[src/rtl/io_frz_pkg.sv]
package io_frz_pkg;

    typedef enum logic [3:0] {
        FS_IDLE,
        FS_SF_W1,
        FS_ST_W1,
        FS_ST_W2,
        FS_XF_W1,
        FS_XF_W2,
        FS_XT_W1,
        FS_XT_W2,
        FS_XT_W3,
        FS_XT_W4,
        FS_XT_W5
    } fsm_state_e;

    typedef enum logic [3:0] {
        ACT_NONE,
        ACT_SF1,
        ACT_SF2,
        ACT_ST1,
        ACT_ST2,
        ACT_ST3,
        ACT_XF1,
        ACT_XF2,
        ACT_XF3,
        ACT_XT1,
        ACT_XT2,
        ACT_XT3,
        ACT_XT4,
        ACT_XT5,
        ACT_XT6
    } step_act_e;

    typedef enum logic [1:0] {
        WAIT_STD,
        WAIT_EXT,
        WAIT_OSC_LONG,
        WAIT_OSC_SHORT
    } wait_kind_e;

    typedef struct packed {
        logic slew_n;
        logic pull_n;
        logic tri_n;
        logic hold_n;
        logic cfg_done;
    } io_ctrl_t;

    // Minimum gap in clock cycles, rounded up, never below one cycle
    function automatic int gap_cycles(input int ns, input int mhz);
        int c;
        c = (ns * mhz + 999) / 1000;
        return (c < 1) ? 1 : c;
    endfunction

endpackage

[src/rtl/io_frz_timer.sv]
module io_frz_timer #(
    parameter int CNT_W = 11
) (
    input  logic             clk,
    input  logic             rst_n,
    input  logic             clr,
    input  logic             inc,
    input  logic [CNT_W-1:0] limit,
    output logic             hit
);

    logic [CNT_W-1:0] cnt;

    always_ff @(posedge clk or negedge rst_n) begin
        if (!rst_n) begin
            cnt <= '0;
        end else if (clr) begin
            cnt <= '0;
        end else if (inc) begin
            cnt <= cnt + 1'b1;
        end
    end

    // Expires on the increment that completes 'limit' counts
    assign hit = inc && (cnt == limit - 1'b1);

endmodule

[src/rtl/io_frz_fsm.sv]
module io_frz_fsm
    import io_frz_pkg::*;
#(
    parameter int CH_W      = 3,
    parameter int NUM_STD   = 3,
    parameter int GAP_STD   = 4,
    parameter int GAP_EXT   = 8,
    parameter int OSC_LONG  = 1000,
    parameter int OSC_SHORT = 33,
    parameter int CNT_W     = 11
) (
    input  logic             clk,
    input  logic             rst_n,
    input  logic             req,
    input  logic             thaw,
    input  logic [CH_W-1:0]  chan,
    input  logic             osc_tick,
    input  logic             hit,
    output logic             tmr_clr,
    output logic             tmr_inc,
    output logic [CNT_W-1:0] tmr_limit,
    output step_act_e        act,
    output logic [CH_W-1:0]  act_chan,
    output logic             busy,
    output logic             done,
    output logic             err,
    output logic             sw_src
);

    localparam logic [CH_W-1:0]  EXT_IDX   = CH_W'(NUM_STD);
    localparam logic [CNT_W-1:0] LIM_STD   = CNT_W'(GAP_STD);
    localparam logic [CNT_W-1:0] LIM_EXT   = CNT_W'(GAP_EXT);
    localparam logic [CNT_W-1:0] LIM_LONG  = CNT_W'(OSC_LONG);
    localparam logic [CNT_W-1:0] LIM_SHORT = CNT_W'(OSC_SHORT);

    fsm_state_e      state, nxt;
    wait_kind_e      kind;
    logic [CH_W-1:0] ch_q;
    logic            accept, reject, finish;
    logic            chan_ok, chan_ext;

    assign chan_ok  = (chan <= EXT_IDX);
    assign chan_ext = (chan == EXT_IDX);

    // State register
    always_ff @(posedge clk or negedge rst_n) begin
        if (!rst_n) begin
            state <= FS_IDLE;
            ch_q  <= '0;
        end else begin
            state <= nxt;
            if (accept) begin
                ch_q <= chan;
            end
        end
    end

    // Next state and step selection
    always_comb begin
        nxt    = state;
        act    = ACT_NONE;
        accept = 1'b0;
        reject = 1'b0;
        finish = 1'b0;
        unique case (state)
            FS_IDLE: begin
                if (req) begin
                    if (!chan_ok) begin
                        reject = 1'b1;
                    end else begin
                        accept = 1'b1;
                        if (chan_ext && thaw) begin
                            nxt = FS_XT_W1;
                            act = ACT_XT1;
                        end else if (chan_ext) begin
                            nxt = FS_XF_W1;
                            act = ACT_XF1;
                        end else if (thaw) begin
                            nxt = FS_ST_W1;
                            act = ACT_ST1;
                        end else begin
                            nxt = FS_SF_W1;
                            act = ACT_SF1;
                        end
                    end
                end
            end
            FS_SF_W1: begin
                if (hit) begin
                    act    = ACT_SF2;
                    nxt    = FS_IDLE;
                    finish = 1'b1;
                end
            end
            FS_ST_W1: begin
                if (hit) begin
                    act = ACT_ST2;
                    nxt = FS_ST_W2;
                end
            end
            FS_ST_W2: begin
                if (hit) begin
                    act    = ACT_ST3;
                    nxt    = FS_IDLE;
                    finish = 1'b1;
                end
            end
            FS_XF_W1: begin
                if (hit) begin
                    act = ACT_XF2;
                    nxt = FS_XF_W2;
                end
            end
            FS_XF_W2: begin
                if (hit) begin
                    act    = ACT_XF3;
                    nxt    = FS_IDLE;
                    finish = 1'b1;
                end
            end
            FS_XT_W1: begin
                if (hit) begin
                    act = ACT_XT2;
                    nxt = FS_XT_W2;
                end
            end
            FS_XT_W2: begin
                if (hit) begin
                    act = ACT_XT3;
                    nxt = FS_XT_W3;
                end
            end
            FS_XT_W3: begin
                if (hit) begin
                    act = ACT_XT4;
                    nxt = FS_XT_W4;
                end
            end
            FS_XT_W4: begin
                if (hit) begin
                    act = ACT_XT5;
                    nxt = FS_XT_W5;
                end
            end
            FS_XT_W5: begin
                if (hit) begin
                    act    = ACT_XT6;
                    nxt    = FS_IDLE;
                    finish = 1'b1;
                end
            end
            default: begin
                nxt = FS_IDLE;
            end
        endcase
    end

    // Wait source for the current state
    always_comb begin
        unique case (state)
            FS_SF_W1, FS_ST_W1, FS_ST_W2: kind = WAIT_STD;
            FS_XT_W2:                     kind = WAIT_OSC_LONG;
            FS_XT_W3:                     kind = WAIT_OSC_SHORT;
            default:                      kind = WAIT_EXT;
        endcase
    end

    always_comb begin
        unique case (kind)
            WAIT_STD:       tmr_limit = LIM_STD;
            WAIT_EXT:       tmr_limit = LIM_EXT;
            WAIT_OSC_LONG:  tmr_limit = LIM_LONG;
            WAIT_OSC_SHORT: tmr_limit = LIM_SHORT;
            default:        tmr_limit = LIM_EXT;
        endcase
    end

    assign tmr_inc  = (kind == WAIT_OSC_LONG || kind == WAIT_OSC_SHORT) ? osc_tick : 1'b1;
    assign tmr_clr  = (state == FS_IDLE) || (nxt != state);
    assign act_chan = accept ? chan : ch_q;
    assign busy     = (state != FS_IDLE);

    // Flag outputs
    always_ff @(posedge clk or negedge rst_n) begin
        if (!rst_n) begin
            done   <= 1'b0;
            err    <= 1'b0;
            sw_src <= 1'b0;
        end else begin
            done <= finish;
            err  <= reject;
            if (accept) begin
                sw_src <= 1'b1;
            end
        end
    end

endmodule

[src/rtl/io_frz_std_bank.sv]
module io_frz_std_bank
    import io_frz_pkg::*;
(
    input  logic      clk,
    input  logic      rst_n,
    input  logic      apply,
    input  step_act_e act,
    output io_ctrl_t  ctrl
);

    always_ff @(posedge clk or negedge rst_n) begin
        if (!rst_n) begin
            ctrl <= '1;
        end else if (apply) begin
            case (act)
                ACT_SF1: begin
                    ctrl.slew_n <= 1'b0;
                    ctrl.pull_n <= 1'b0;
                    ctrl.tri_n  <= 1'b0;
                end
                ACT_SF2: begin
                    ctrl.hold_n   <= 1'b0;
                    ctrl.cfg_done <= 1'b0;
                end
                ACT_ST1: begin
                    ctrl.hold_n   <= 1'b1;
                    ctrl.cfg_done <= 1'b1;
                end
                ACT_ST2: begin
                    ctrl.pull_n <= 1'b1;
                    ctrl.tri_n  <= 1'b1;
                end
                ACT_ST3: begin
                    ctrl.slew_n <= 1'b1;
                end
                default: begin
                end
            endcase
        end
    end

endmodule

[src/rtl/io_frz_ext_bank.sv]
module io_frz_ext_bank
    import io_frz_pkg::*;
(
    input  logic      clk,
    input  logic      rst_n,
    input  logic      apply,
    input  step_act_e act,
    output io_ctrl_t  ctrl,
    output logic      frz_reg,
    output logic      oct_rst,
    output logic      dll_rst,
    output logic      cal_en
);

    always_ff @(posedge clk or negedge rst_n) begin
        if (!rst_n) begin
            ctrl    <= '1;
            frz_reg <= 1'b0;
            oct_rst <= 1'b0;
            dll_rst <= 1'b0;
            cal_en  <= 1'b1;
        end else if (apply) begin
            case (act)
                ACT_XF1: begin
                    ctrl.slew_n <= 1'b0;
                    ctrl.pull_n <= 1'b0;
                    ctrl.tri_n  <= 1'b0;
                end
                ACT_XF2: begin
                    ctrl.hold_n   <= 1'b0;
                    ctrl.cfg_done <= 1'b0;
                    frz_reg       <= 1'b1;
                    oct_rst       <= 1'b1;
                end
                ACT_XF3: begin
                    cal_en  <= 1'b0;
                    dll_rst <= 1'b1;
                end
                ACT_XT1: begin
                    dll_rst <= 1'b0;
                end
                ACT_XT2: begin
                    cal_en <= 1'b1;
                end
                ACT_XT3: begin
                    ctrl.hold_n   <= 1'b1;
                    ctrl.cfg_done <= 1'b1;
                    oct_rst       <= 1'b0;
                end
                ACT_XT4: begin
                    ctrl.pull_n <= 1'b1;
                    ctrl.tri_n  <= 1'b1;
                end
                ACT_XT5: begin
                    frz_reg <= 1'b0;
                end
                ACT_XT6: begin
                    ctrl.slew_n <= 1'b1;
                end
                default: begin
                end
            endcase
        end
    end

endmodule

[src/rtl/io_freeze_seq.sv]
module io_freeze_seq
    import io_frz_pkg::*;
#(
    parameter int CLK_MHZ    = 200,
    parameter int STD_GAP_NS = 20,
    parameter int EXT_GAP_NS = 40,
    parameter int OSC_LONG   = 1000,
    parameter int OSC_SHORT  = 33,
    parameter int NUM_STD    = 3,
    parameter int CH_W       = 3
) (
    input  logic              clk,
    input  logic              rst_n,
    input  logic              req,
    input  logic              thaw,
    input  logic [CH_W-1:0]   chan,
    input  logic              osc_tick,
    output logic              busy,
    output logic              done,
    output logic              err,
    output logic              sw_src,
    output logic [NUM_STD:0]  slew_n,
    output logic [NUM_STD:0]  pull_n,
    output logic [NUM_STD:0]  tri_n,
    output logic [NUM_STD:0]  hold_n,
    output logic [NUM_STD:0]  cfg_done,
    output logic              frz_reg,
    output logic              oct_rst,
    output logic              dll_rst,
    output logic              cal_en
);

    localparam int NCH     = NUM_STD + 1;
    localparam int GAP_STD = gap_cycles(STD_GAP_NS, CLK_MHZ);
    localparam int GAP_EXT = gap_cycles(EXT_GAP_NS, CLK_MHZ);
    localparam int MAX_A   = (GAP_STD > GAP_EXT) ? GAP_STD : GAP_EXT;
    localparam int MAX_B   = (OSC_LONG > OSC_SHORT) ? OSC_LONG : OSC_SHORT;
    localparam int MAX_LIM = (MAX_A > MAX_B) ? MAX_A : MAX_B;
    localparam int CNT_W   = $clog2(MAX_LIM + 1);

    logic             tmr_clr, tmr_inc, tmr_hit;
    logic [CNT_W-1:0] tmr_limit;
    step_act_e        act;
    logic [CH_W-1:0]  act_chan;
    io_ctrl_t         ctrl [NCH];

    io_frz_timer #(.CNT_W(CNT_W)) u_timer (
        .clk   (clk),
        .rst_n (rst_n),
        .clr   (tmr_clr),
        .inc   (tmr_inc),
        .limit (tmr_limit),
        .hit   (tmr_hit)
    );

    io_frz_fsm #(
        .CH_W      (CH_W),
        .NUM_STD   (NUM_STD),
        .GAP_STD   (GAP_STD),
        .GAP_EXT   (GAP_EXT),
        .OSC_LONG  (OSC_LONG),
        .OSC_SHORT (OSC_SHORT),
        .CNT_W     (CNT_W)
    ) u_fsm (
        .clk       (clk),
        .rst_n     (rst_n),
        .req       (req),
        .thaw      (thaw),
        .chan      (chan),
        .osc_tick  (osc_tick),
        .hit       (tmr_hit),
        .tmr_clr   (tmr_clr),
        .tmr_inc   (tmr_inc),
        .tmr_limit (tmr_limit),
        .act       (act),
        .act_chan  (act_chan),
        .busy      (busy),
        .done      (done),
        .err       (err),
        .sw_src    (sw_src)
    );

    for (genvar i = 0; i < NUM_STD; i++) begin : g_std
        io_frz_std_bank u_bank (
            .clk   (clk),
            .rst_n (rst_n),
            .apply (act_chan == CH_W'(i)),
            .act   (act),
            .ctrl  (ctrl[i])
        );
    end

    io_frz_ext_bank u_ext (
        .clk     (clk),
        .rst_n   (rst_n),
        .apply   (act_chan == CH_W'(NUM_STD)),
        .act     (act),
        .ctrl    (ctrl[NUM_STD]),
        .frz_reg (frz_reg),
        .oct_rst (oct_rst),
        .dll_rst (dll_rst),
        .cal_en  (cal_en)
    );

    for (genvar i = 0; i < NCH; i++) begin : g_out
        assign slew_n[i]   = ctrl[i].slew_n;
        assign pull_n[i]   = ctrl[i].pull_n;
        assign tri_n[i]    = ctrl[i].tri_n;
        assign hold_n[i]   = ctrl[i].hold_n;
        assign cfg_done[i] = ctrl[i].cfg_done;
    end

endmodule

[config.mk]
export PLATFORM = sky130hd
export DESIGN_NAME = io_freeze_seq
export DESIGN_NICKNAME = d
export VERILOG_FILES = /design/src/rtl/io_frz_pkg.sv /design/src/rtl/io_frz_timer.sv /design/src/rtl/io_frz_fsm.sv /design/src/rtl/io_frz_std_bank.sv /design/src/rtl/io_frz_ext_bank.sv /design/src/rtl/io_freeze_seq.sv
export SDC_FILE = /design/constraint.sdc
export NUM_CORES = 1
export LEC_CHECK = 0
export CAP_MARGIN = 20
export CORE_UTILIZATION = 59
export DETAILED_ROUTE_END_ITERATION = 8
export PLACE_DENSITY_LB_ADDON = 0.25
export SYNTH_ARGS = -nofsm -noshare
export SYNTH_HDL_FRONTEND = slang
export SYNTH_HIERARCHICAL = 1
export SYNTH_SLANG_ARGS = --single-unit
[constraint.sdc]
create_clock -name clk -period 12.9 [get_ports clk]
set_input_delay 1.935 -clock clk [delete_from_list [all_inputs] [get_ports clk]]
set_output_delay 1.935 -clock clk [all_outputs]
set_load 0.05 [all_outputs]
==> key figures, run 1 <==
Critical path
  • Reg-to-reg endpoint: u_timer/cnt[9]
  • Largest fanout on the critical path: 19
  • Crit Path Class: flip-flop to flip-flop
  • Worst reg2reg setup slack: 7.67 ns
  • CP Data Required Time: 13.07 ns
  • Crit path launch type: flip-flop
  • Reg2reg path depth: 14
  • CP endpoint kind: flip-flop
  • Worst r2r src: u_fsm/state[0]
  • Critical path arrival: 5.40 ns

Logic synthesis
  • EDFF count, synth: 0
  • Top FF cell, synth: dfrtp_1
  • Yosys reg bits: 36
  • Netlist Area Pre-Place: 2590 sq um
  • FFs w/ async S/R, synth: 1.00
  • Register area share after synthesis: 0.354
  • Cells after synthesis: 274
  • Synth Warn #: 6
  • Post-synth cell types: 66
  • Per-instance average area after synthesis: 9.45 sq um

Final layout
  • Biggest regs: u_timer/cnt: 10 flops, g_std.u_bank/ctrl: 9 flops, u_fsm/state: 4 flops
  • Final net count: 309
  • Max FFs per register: 10
  • Largest Register: u_timer/cnt
  • Layout cells sized above 1: 0.156
  • Area Overhead vs Synth: 13.9%
  • Antenna cells: 0
  • Fill cell count: 339

Status
  • Run status: completed

STA
  • Hold Fails Final Rpt: 0
  • Peak Freq: 191 MHz
  • Hold WS: 0.473 ns
  • Final setup viols: 0
  • Post-Route Skew: 0.00687 ns
  • Measured slew at the worst slew-check pin: 0.920 ns
  • Min Tclk post-route: 5.23 ns
  • Max-slew violations: 0
  • RSZ-0062 raised after global routing: no
  • Slew margin rel.: 0.381
  • Final period util: 0.406
  • Final WS setup: 7.67 ns
  • Setup TNS: 0 ns

Job
  • Maxcap violations: 0

Detailed routing
  • Final ANT Viol Nets: 0
  • Vias per cell: 5.85
  • DR pass1 iterations: 4
  • Detailed Route WL: 5040 um
  • Vias after detailed routing: 2018
  • Post-DR wirelength/cell: 14.6 um
  • Drt initial violations: 182
  • Drt drc: 0

Pwr
  • Reg power frac: 0.313
  • Cell Pwr Density: 200 nW/um^2
  • Total power: 0.000590 W
  • Switching portion of total power: 0.458
  • Internal power: 0.000320 W
  • Logic pwr share: 0.536
  • Leakage power: 1.17 nW
  • Clk pwr share: 0.151
  • Sw power: 0.000270 W
  • VDD IR max: 0.106 mV

Clock tree
  • Clock tree root driver cell: clkbuf_8
  • Hold-fix buffers, CTS: 0
  • Clock Latency Late Sink: 0.29 ns
  • Htree depth: 2
  • TritonCTS buffer count: 5
  • Clock transition at path regs: 0.07 ns
  • TritonCTS clock tree: done
  • CTS max path bufs: 2
  • Post-CTS Resized: 0
  • Clock sink total: 36
  • Setup bufs post-CTS: 0

Global routing
  • First-pass GRT wire length: 8270 um
  • Number of antenna violations at the first check in global routing: 0
  • Pin count of the biggest net entering global routing: 37
  • GR Util All Layers: 0.241
  • Global route overflow: 0
  • Vias in the first global route: 1899

Hold path
  • Hold Path Class: flip-flop to flip-flop
  • Hold_sp: u_fsm/sw_src
  • Worst Hold End: u_fsm/sw_src
  • WHS Path Cells: 1

Die
  • Num rows: 23
  • Core area: 4120 sq um
  • Overall die width: 68.3 um
  • Initial Utilization: 0.629
  • Num ports: 36
  • DIE HEIGHT: 68.3 um
  • Die area: 4660 sq um

Place
  • Final HPWL DP: 3410 um
  • DP Worst Slack: 7.51 ns
  • GPL Wtd Cong: 0.870
  • IO Port Bufs: 35
-- how the worst max path moves through the flow --
| stage | cells past startpoint | end | slack, ns | start |
|---|---|---|---|---|
| floorplan | 11 | u_ext/ctrl[4] | 8.55 | osc_tick |
| global placement | 9 | u_ext/ctrl[4] | 7.64 | osc_tick |
| detailed placement | 11 | u_timer/cnt[9] | 7.51 | osc_tick |
| CTS | 14 | u_timer/cnt[9] | 7.73 | u_fsm/state[0] |
| global route | 14 | u_timer/cnt[9] | 7.22 | u_fsm/state[0] |
| finish | 14 | u_timer/cnt[9] | 7.67 | u_fsm/state[0] |
-- per-layer routing --
| metal | routed length [um] | track usage |
|---|---|---|
| met1 | 2420 | 0.317 |
| met2 | 2330 | 0.371 |
| met3 | 224 | 0.0600 |
| met4 | 59 | 0.104 |
| met5 | 0 | 0 |
-- critical path, stage by stage, from the launching register on --
cell and delay (ns):
dfrtp_1 0.72, nand2_1 0.17, nor2_1 0.65, nor2_1 0.14
ha_1 0.43, nor3_4 0.31, nand3_1 0.12, a311o_1 0.39
nor4_2 0.80, a211o_1 0.42, o2111ai_1 0.27, nor3_1 0.34
nand3_1 0.14, xor2_1 0.16, nor2_1 0.06
-- layout make-up --
type	instances	area, sq um	area share
timing repair buffer	38	373	0.126
inverter	14	52.6	0.0178
multi-input combinational	199	1450	0.490
sequential	36	917	0.311
clock buffer	8	100	0.0339
tap	50	62.6	0.0212
-- Yosys cell counts (all sizes together), types with 3 or more instances --
library cell | n | area (sq um)
nor4 | 3 | 40.0
o22ai | 5 | 31.3
o21ai | 11 | 55.1
ha | 7 | 87.6
mux2 | 10 | 135
inv | 14 | 52.6
nand2b | 9 | 58.8
nor4b | 3 | 45.0
nand3 | 8 | 40.0
a22o | 5 | 43.8
dfstp | 13 | 342
xnor2 | 10 | 95.1
buf | 22 | 163
nor3b | 5 | 52.6
dfrtp | 23 | 576
xor2 | 10 | 87.6
o41ai | 3 | 26.3
nand4 | 3 | 18.8
a21oi | 16 | 80.1
and2 | 4 | 27.5
nor3 | 7 | 46.3
nand2 | 16 | 60.1
nor2 | 24 | 90.1
mux2i | 3 | 30.0
clkbuf | 4 | 16.3
-- power by group through the flow --
stage | clock, W | combinational, W | sequential (W)
finish | 0.0000889 | 0.000317 | 0.000185
global route | 0.0000976 | 0.000343 | 0.000191
CTS | 0.0000920 | 0.000315 | 0.000184
detailed placement | 0 | 0.000313 | 0.000186
global placement | 0 | 0.000307 | 0.000185
floorplan | 0 | 0.000249 | 0.000196
-- cells in the final DEF, fill, tap and decap left out, drive strengths merged, types with 2 or more instances in the layout --
cell type,count
buf,3
o22ai,5
o2111ai,2
mux2,10
ha,7
dfrtp,23
nand3,8
inv,14
nor4,3
nor3b,5
nand4b,2
nor2b,2
and2,4
nor2,24
and3,2
nand3b,2
clkdlybuf4s50,35
and3b,2
xnor2,10
dfstp,13
nand2,16
o21a,2
o2bb2ai,2
xor2,10
nor4b,3
o21ai,11
nor3,7
a21oi,16
nand4,3
clkbuf,8
conb,2
nand2b,9
o211ai,2
mux2i,3
a22o,5
o41ai,3
-- metrics by stage --
| stage | util | std cells | cell area [sq um] |
|---|---|---|---|
| 6_report | 0.717 | 345 | 2950 |
| 5_1_grt | 0.717 | 345 | 2950 |
| 4_1_cts | 0.715 | 344 | 2940 |
| 3_5_place_dp | 0.691 | 336 | 2840 |
| 3_3_place_gp | 0.691 | 336 | 2840 |
| 2_1_floorplan | - | 275 | 2590 |
-- logic make-up after synthesis --
group / Yosys count / share of synthesized area
simple gates: 97 / 0.231
compound gates: 60 / 0.156
buf+inv: 40 / 0.0894
flops: 36 / 0.354
xor+xnor: 20 / 0.0705
mux: 13 / 0.0638
fa+ha+maj: 7 / 0.0338
other cells: 1 / 0.00145
(Power assumes the default switching activity.)
==> inputs of run 2 (changes only) <==
--- a/config.mk
+++ b/config.mk
@@ -6,7 +6,7 @@
 export NUM_CORES = 1
 export LEC_CHECK = 0
 export CAP_MARGIN = 20
-export CORE_UTILIZATION = 59
+export CORE_UTILIZATION = 55
 export DETAILED_ROUTE_END_ITERATION = 8
 export PLACE_DENSITY_LB_ADDON = 0.25
 export SYNTH_ARGS = -nofsm -noshare
==> constraint.sdc (replaced) <==
create_clock -name clk -period 5 [get_ports clk]
set_input_delay 0.75 -clock clk [delete_from_list [all_inputs] [get_ports clk]]
set_output_delay 0.75 -clock clk [all_outputs]
set_load 0.05 [all_outputs]
==> run 2 against run 1 <==
The run now ends with design-rule violations left. Setup slack got worse by 7.0 ns. Clock skew increased by 0.00081 ns. Worst hold slack improved by 0.021 ns. Via count increased by 2.5%. Utilization decreased by 3.9 points. Sequential power increased to 2.5 times the previous value. Sequential share of layout area decreased by 0.63 points. Global-route usage decreased by 1.4 points. Power increased to 2.7 times the previous value. Critical path depth increased by 3. Wire length increased by 0.44%. Non-clock buffer count increased by 5. Critical endpoint unchanged.
==> key figures, run 2 (synthesized netlist as in run 1, its figures left out) <==
Final layout
  • Most frequent cells in the layout: clkdlybuf4s50_1 (34), nor2_1 (24), dfrtp_1 (23)
  • Area Overhead vs Synth: 16.3%
  • Max FFs per register: 10
  • Fill cell count: 354
  • Most common cell after layout, fill and taps aside: clkdlybuf4s50_1
  • Final net count: 314
  • Non-Filler Instances: 352
  • Antenna cells: 0
  • Biggest regs: u_timer/cnt: 10 flops, g_std.u_bank/ctrl: 9 flops, u_fsm/state: 4 flops
  • Largest Register: u_timer/cnt
  • Layout cells sized above 1: 0.177
  • Final instance area: 3010 sq um

Pwr
  • Total power: 0.00159 W
  • Cell Pwr Density: 529 nW/um^2
  • VDD IR max: 0.251 mV
  • Leakage power: 1.21 nW

STA
  • Peak Freq: 232 MHz
  • Final setup viols: 0
  • RSZ-0062 raised after global routing: no
  • Setup TNS: 0 ns
  • Post-Route Skew: 0.00768 ns
  • Slew margin rel.: 0.478
  • Max-slew violations: 0
  • Measured slew at the worst slew-check pin: 0.784 ns
  • Hold Fails Final Rpt: 0
  • Final period util: 0.861
  • Min Tclk post-route: 4.30 ns

Critical path
  • CP cell instances: nand2b_1 -> nor3_1 -> buf_4 -> nor2_1 -> ha_1 -> nor3_4 -> and3_1 -> mux2i_1 -> a22o_1 -> nor4_2 -> buf_4 -> a211o_1 -> o2111ai_1 -> nor3_1 -> nand3_1 -> xor2_1 -> nor2_1
  • Worst reg2reg setup slack: 0.70 ns
  • Crit path to: u_timer/cnt[9]
  • Reg-to-reg endpoint: u_timer/cnt[9]
  • Largest fanout on the critical path: 16
  • Max stage delay on crit path: 0.67 ns
  • Critical path arrival: 4.47 ns
  • CP endpoint kind: flip-flop
  • CP Data Required Time: 5.17 ns
  • Slowest stage cell, crit path: dfrtp_1
  • Worst path bufs/invs: 2
  • Instance count on the critical path: 17
  • Crit Path Class: flip-flop to flip-flop
  • CP delay by family, top: simple AND/OR/NAND/NOR gates
  • Worst setup startpoint: u_fsm/state[3]
  • Reg2reg path depth: 17
  • Worst r2r src: u_fsm/state[3]
  • Crit path launch type: flip-flop

Detailed routing
  • DR pass1 iterations: 6
  • Final ANT Viol Nets: 0
  • Detailed Route WL: 5060 um
  • Drt initial violations: 149
  • Post-DR wirelength/cell: 14.4 um
  • Vias after detailed routing: 2068
  • Vias per cell: 5.88
  • Drt drc: 6

Clock tree
  • Post-CTS Resized: 0
  • TritonCTS clock tree: done
  • Clock sink total: 36
  • Clock tree root driver cell: clkbuf_8
  • Setup bufs post-CTS: 0
  • Htree depth: 2
  • Hold-fix buffers, CTS: 0
  • CTS max path bufs: 2
  • Clock transition at path regs: 0.08 ns
  • TritonCTS buffer count: 5
  • Clock Latency Late Sink: 0.29 ns

Place
  • Post-DP Area: 2890 sq um
  • Final HPWL DP: 3530 um
  • Placed Cells: 344
  • IO Port Bufs: 35
  • GPL Wtd Cong: 0.888

Status
  • Failing checks: design-rule violations
  • Run status: finished, violations left

Global routing
  • Number of antenna violations at the first check in global routing: 0
  • GR Util All Layers: 0.227
  • First-pass GRT wire length: 9100 um
  • Pin count of the biggest net entering global routing: 37
  • Vias in the first global route: 1962
  • Global route overflow: 0

Job
  • Maxcap violations: 0

Die
  • Die area: 4990 sq um
  • Overall die width: 70.6 um
  • DIE HEIGHT: 70.6 um
  • Initial Utilization: 0.583
  • Num ports: 36
  • Core area: 4440 sq um
  • Num rows: 24

Hold path
  • Hold Path Class: flip-flop to flip-flop
[run 2: cell types whose count changed in the layout (fill, tap and decap cells not counted), sizes merged]
cell,before,now
buf,3,9
bufinv,0,1
clkbuf,8,7
clkdlybuf4s50,35,34
[run 2: worst register-to-register path, delay by kind of cell (launching register included)]
family | cells | cell delay [ns]
adder cells (fa/ha/maj) | 1 | 0.38
XOR/XNOR | 1 | 0.14
AND/OR/NAND/NOR | 9 | 1.69
buffers and inverters | 2 | 0.39
flip-flops | 1 | 0.67
multiplexers | 1 | 0.09
AO/OA/AOI/OAI | 3 | 0.83
[run 2: area by class of cell]
type	instances	area, sq um	area share
clock buffers	7	96.3	0.0320
clock inverters	1	30.0	0.00997
inverters	14	52.6	0.0174
multi-input cells	199	1450	0.480
flip-flops and latches	36	917	0.305
well taps	52	65.1	0.0216
repair buffers	43	405	0.135
[run 2: where the power goes]
part           switching (W)  total [W]  internal [W]
sequential          0.000101   0.000469      0.000368
clock               0.000107   0.000283      0.000176
combinational       0.000499   0.000842      0.000342
total               0.000708    0.00159      0.000887
[run 2: layer usage]
| metal | vias to the layer above | wire, um | GRT usage | share of wire |
|---|---|---|---|---|
| met5 | - | 0 | 0 | 0 |
| met4 | 0 | 29 | 0.0733 | 0.0057 |
| met3 | 2 | 280 | 0.0513 | 0.055 |
| met2 | 61 | 2310 | 0.355 | 0.46 |
| met1 | 993 | 2440 | 0.315 | 0.48 |
| li1 | 1012 | - | - | - |
[run 2: how the worst min path moves through the flow]
stage,cells after the start,endpoint,from
floorplan,0,u_ext/dll_rst,rst_n
global placement,1,u_fsm/sw_src,u_fsm/sw_src
detailed placement,1,u_fsm/sw_src,u_fsm/sw_src
CTS,2,u_ext/dll_rst,u_ext/dll_rst
global route,1,u_fsm/sw_src,u_fsm/sw_src
finish,1,u_fsm/sw_src,u_fsm/sw_src
[run 2: per-stage QoR]
stage | utilization | setup WS, ns | hold slack [ns]
after floorplan | - | 0.953 | 0.454
after global placement | 0.649 | 0.892 | 0.451
after detailed placement | 0.649 | 0.763 | 0.477
after CTS | 0.678 | 0.726 | 0.494
after global routing | 0.678 | 0.352 | 0.520
final | 0.678 | 0.696 | 0.494
==> inputs of run 3 (changes only) <==
==> constraint.sdc (replaced) <==
create_clock -name clk -period 4.8 [get_ports clk]
set_input_delay 0.72 -clock clk [delete_from_list [all_inputs] [get_ports clk]]
set_output_delay 0.72 -clock clk [all_outputs]
set_load 0.005 [all_outputs]
==> run 3 against run 2 <==
The flow still finishes with violations (design-rule violations). Sequential cell count unchanged. Setup slack worse by 0.031 ns. Clock power down 20%. Design area down 0.83%. Clock skew about the same. Combinational power down 12%. Via count down 2.1%. Maximum frequency up 4.1%. Critical path type unchanged. Critical endpoint unchanged.
==> key figures, run 3 (synthesized netlist as in run 1, its figures left out) <==
Place
  • Placed Cells: 345
  • IO Port Bufs: 35
  • GPL Wtd Cong: 0.872
  • Final HPWL DP: 3600 um

Hold path
  • Worst Hold End: u_fsm/sw_src
  • Hold Path Class: flip-flop to flip-flop
  • Hold_sp: u_fsm/sw_src
  • WHS Path Cells: 1

Final layout
  • Antenna cells: 0
  • Layout cells sized above 1: 0.176
  • Non-Filler Instances: 353
  • Final net count: 315
  • Most frequent cells in the layout: clkdlybuf4s50_1 (34), nor2_1 (24), dfrtp_1 (23)
  • Max FFs per register: 10
  • Most common cell after layout, fill and taps aside: clkdlybuf4s50_1
  • Biggest regs: u_timer/cnt: 10 flops, g_std.u_bank/ctrl: 9 flops, u_fsm/state: 4 flops
  • Largest Register: u_timer/cnt
  • Area Overhead vs Synth: 15.3%

Pwr
  • Internal power: 0.000863 W
  • Sw power: 0.000580 W
  • Cell Pwr Density: 483 nW/um^2
  • Reg power frac: 0.330
  • Clk pwr share: 0.157
  • Logic pwr share: 0.513
  • Leakage power: 1.20 nW
  • Total power: 0.00144 W
  • VDD IR max: 0.331 mV
  • Switching portion of total power: 0.402

Clock tree
  • Setup bufs post-CTS: 0
  • Htree depth: 2
  • TritonCTS clock tree: done
  • Clock transition at path regs: 0.08 ns
  • Clock tree root driver cell: clkbuf_8
  • Clock Latency Late Sink: 0.28 ns
  • CTS max path bufs: 2
  • Hold-fix buffers, CTS: 0
  • Post-CTS Resized: 0
  • Clock sink total: 36
  • TritonCTS buffer count: 5

Die
  • DIE HEIGHT: 70.6 um
  • Initial Utilization: 0.583
  • Num ports: 36
  • Die area: 4990 sq um
  • Num rows: 24
  • Overall die width: 70.6 um
  • Core area: 4440 sq um

Job
  • Maxcap violations: 0

Critical path
  • Critical path arrival: 4.30 ns
  • CP Data Required Time: 4.97 ns
  • Worst r2r src: u_fsm/state[1]
  • CP endpoint kind: flip-flop
  • Reg2reg path depth: 17
  • Worst reg2reg setup slack: 0.66 ns
  • Reg-to-reg endpoint: u_timer/cnt[9]
  • Largest fanout on the critical path: 17
  • Crit Path Class: flip-flop to flip-flop
  • Crit path launch type: flip-flop

STA
  • Final setup viols: 0
  • Final period util: 0.861
  • Peak Freq: 242 MHz
  • Hold Fails Final Rpt: 0
  • Post-Route Skew: 0.00812 ns
  • Slew margin rel.: 0.472
  • Min Tclk post-route: 4.14 ns
  • Setup TNS: 0 ns
  • Measured slew at the worst slew-check pin: 0.792 ns
  • Max-slew violations: 0
  • RSZ-0062 raised after global routing: no

Detailed routing
  • Drt drc: 7
  • Vias after detailed routing: 2024
  • Detailed Route WL: 5120 um
  • Final ANT Viol Nets: 0
  • Vias per cell: 5.73
  • Drt initial violations: 180
  • Post-DR wirelength/cell: 14.5 um
  • DR pass1 iterations: 6

Global routing
  • GR Util All Layers: 0.224
  • Vias in the first global route: 1888
  • Number of antenna violations at the first check in global routing: 0
  • Global route overflow: 0
  • First-pass GRT wire length: 8880 um
  • Pin count of the biggest net entering global routing: 37

Status
  • Failing checks: design-rule violations
  • Run status: finished, violations left
## run 3: changes by cell type in the layout (fill, tap and decap cells not counted), sizes merged
cell / previous run / this run
buf: 9 / 10
bufinv: 1 / 0
clkinvlp: 0 / 1
## run 3: how the worst max path moves through the flow
stage	slack [ns]	end	start	depth (start not counted)
floorplan	0.75	u_ext/ctrl[4]	u_fsm/state[2]	14
global placement	0.85	u_timer/cnt[9]	u_fsm/state[3]	16
detailed placement	0.74	u_ext/ctrl[4]	u_fsm/state[1]	14
CTS	0.72	u_timer/cnt[9]	u_fsm/state[1]	17
global route	0.30	u_ext/oct_rst	u_fsm/state[1]	16
finish	0.66	u_timer/cnt[9]	u_fsm/state[1]	17
## run 3: per-stage QoR
step | utilization | hold slack (ns) | cell area [sq um] | setup slack [ns]
after floorplan | - | 0.424 | 2590 | 0.753
after global placement | 0.651 | 0.451 | 2890 | 0.849
after detailed placement | 0.651 | 0.452 | 2890 | 0.736
after CTS | 0.672 | 0.474 | 2990 | 0.717
after global routing | 0.672 | 0.482 | 2990 | 0.302
final | 0.672 | 0.474 | 2990 | 0.665
## run 3: worst max-delay path, stage by stage (launching register included)
cell       delay (ns)
dfrtp_1          0.69
nand2_1          0.18
nor2_1           0.13
buf_4            0.19
nor2_1           0.07
ha_1             0.37
nor3_4           0.32
o211ai_1         0.15
a32o_1           0.24
a211oi_1         0.26
nor4_2           0.06
buf_4            0.18
a211o_1          0.27
o2111ai_1        0.40
nor3_1           0.14
nand3_1          0.12
xor2_1           0.18
nor2_1           0.06
## run 3: metal layers
metal / up-vias / global-route usage / wire length, um
li1: 1017 / - / -
met1: 953 / 0.311 / 2500
met2: 50 / 0.354 / 2310
met3: 4 / 0.0470 / 259
met4: 0 / 0.0733 / 46
met5: - / 0 / 0
## run 3: layout make-up
cell class	count	area (sq um)
clock buffer	7	86.3
fill	363	1460
inverter	14	52.6
sequential	36	917
multi-input combinational	199	1450
tap	52	65.1
timing repair buffer	44	413
clock inverter	1	7.51
## run 3: power groups by stage
stage	sequential, W	combinational [W]	clock, W
after floorplan	0.000437	0.000602	0
after global placement	0.000480	0.000724	0
after detailed placement	0.000482	0.000737	0
after CTS	0.000477	0.000741	0.000234
after global routing	0.000491	0.000821	0.000249
final	0.000476	0.000741	0.000226
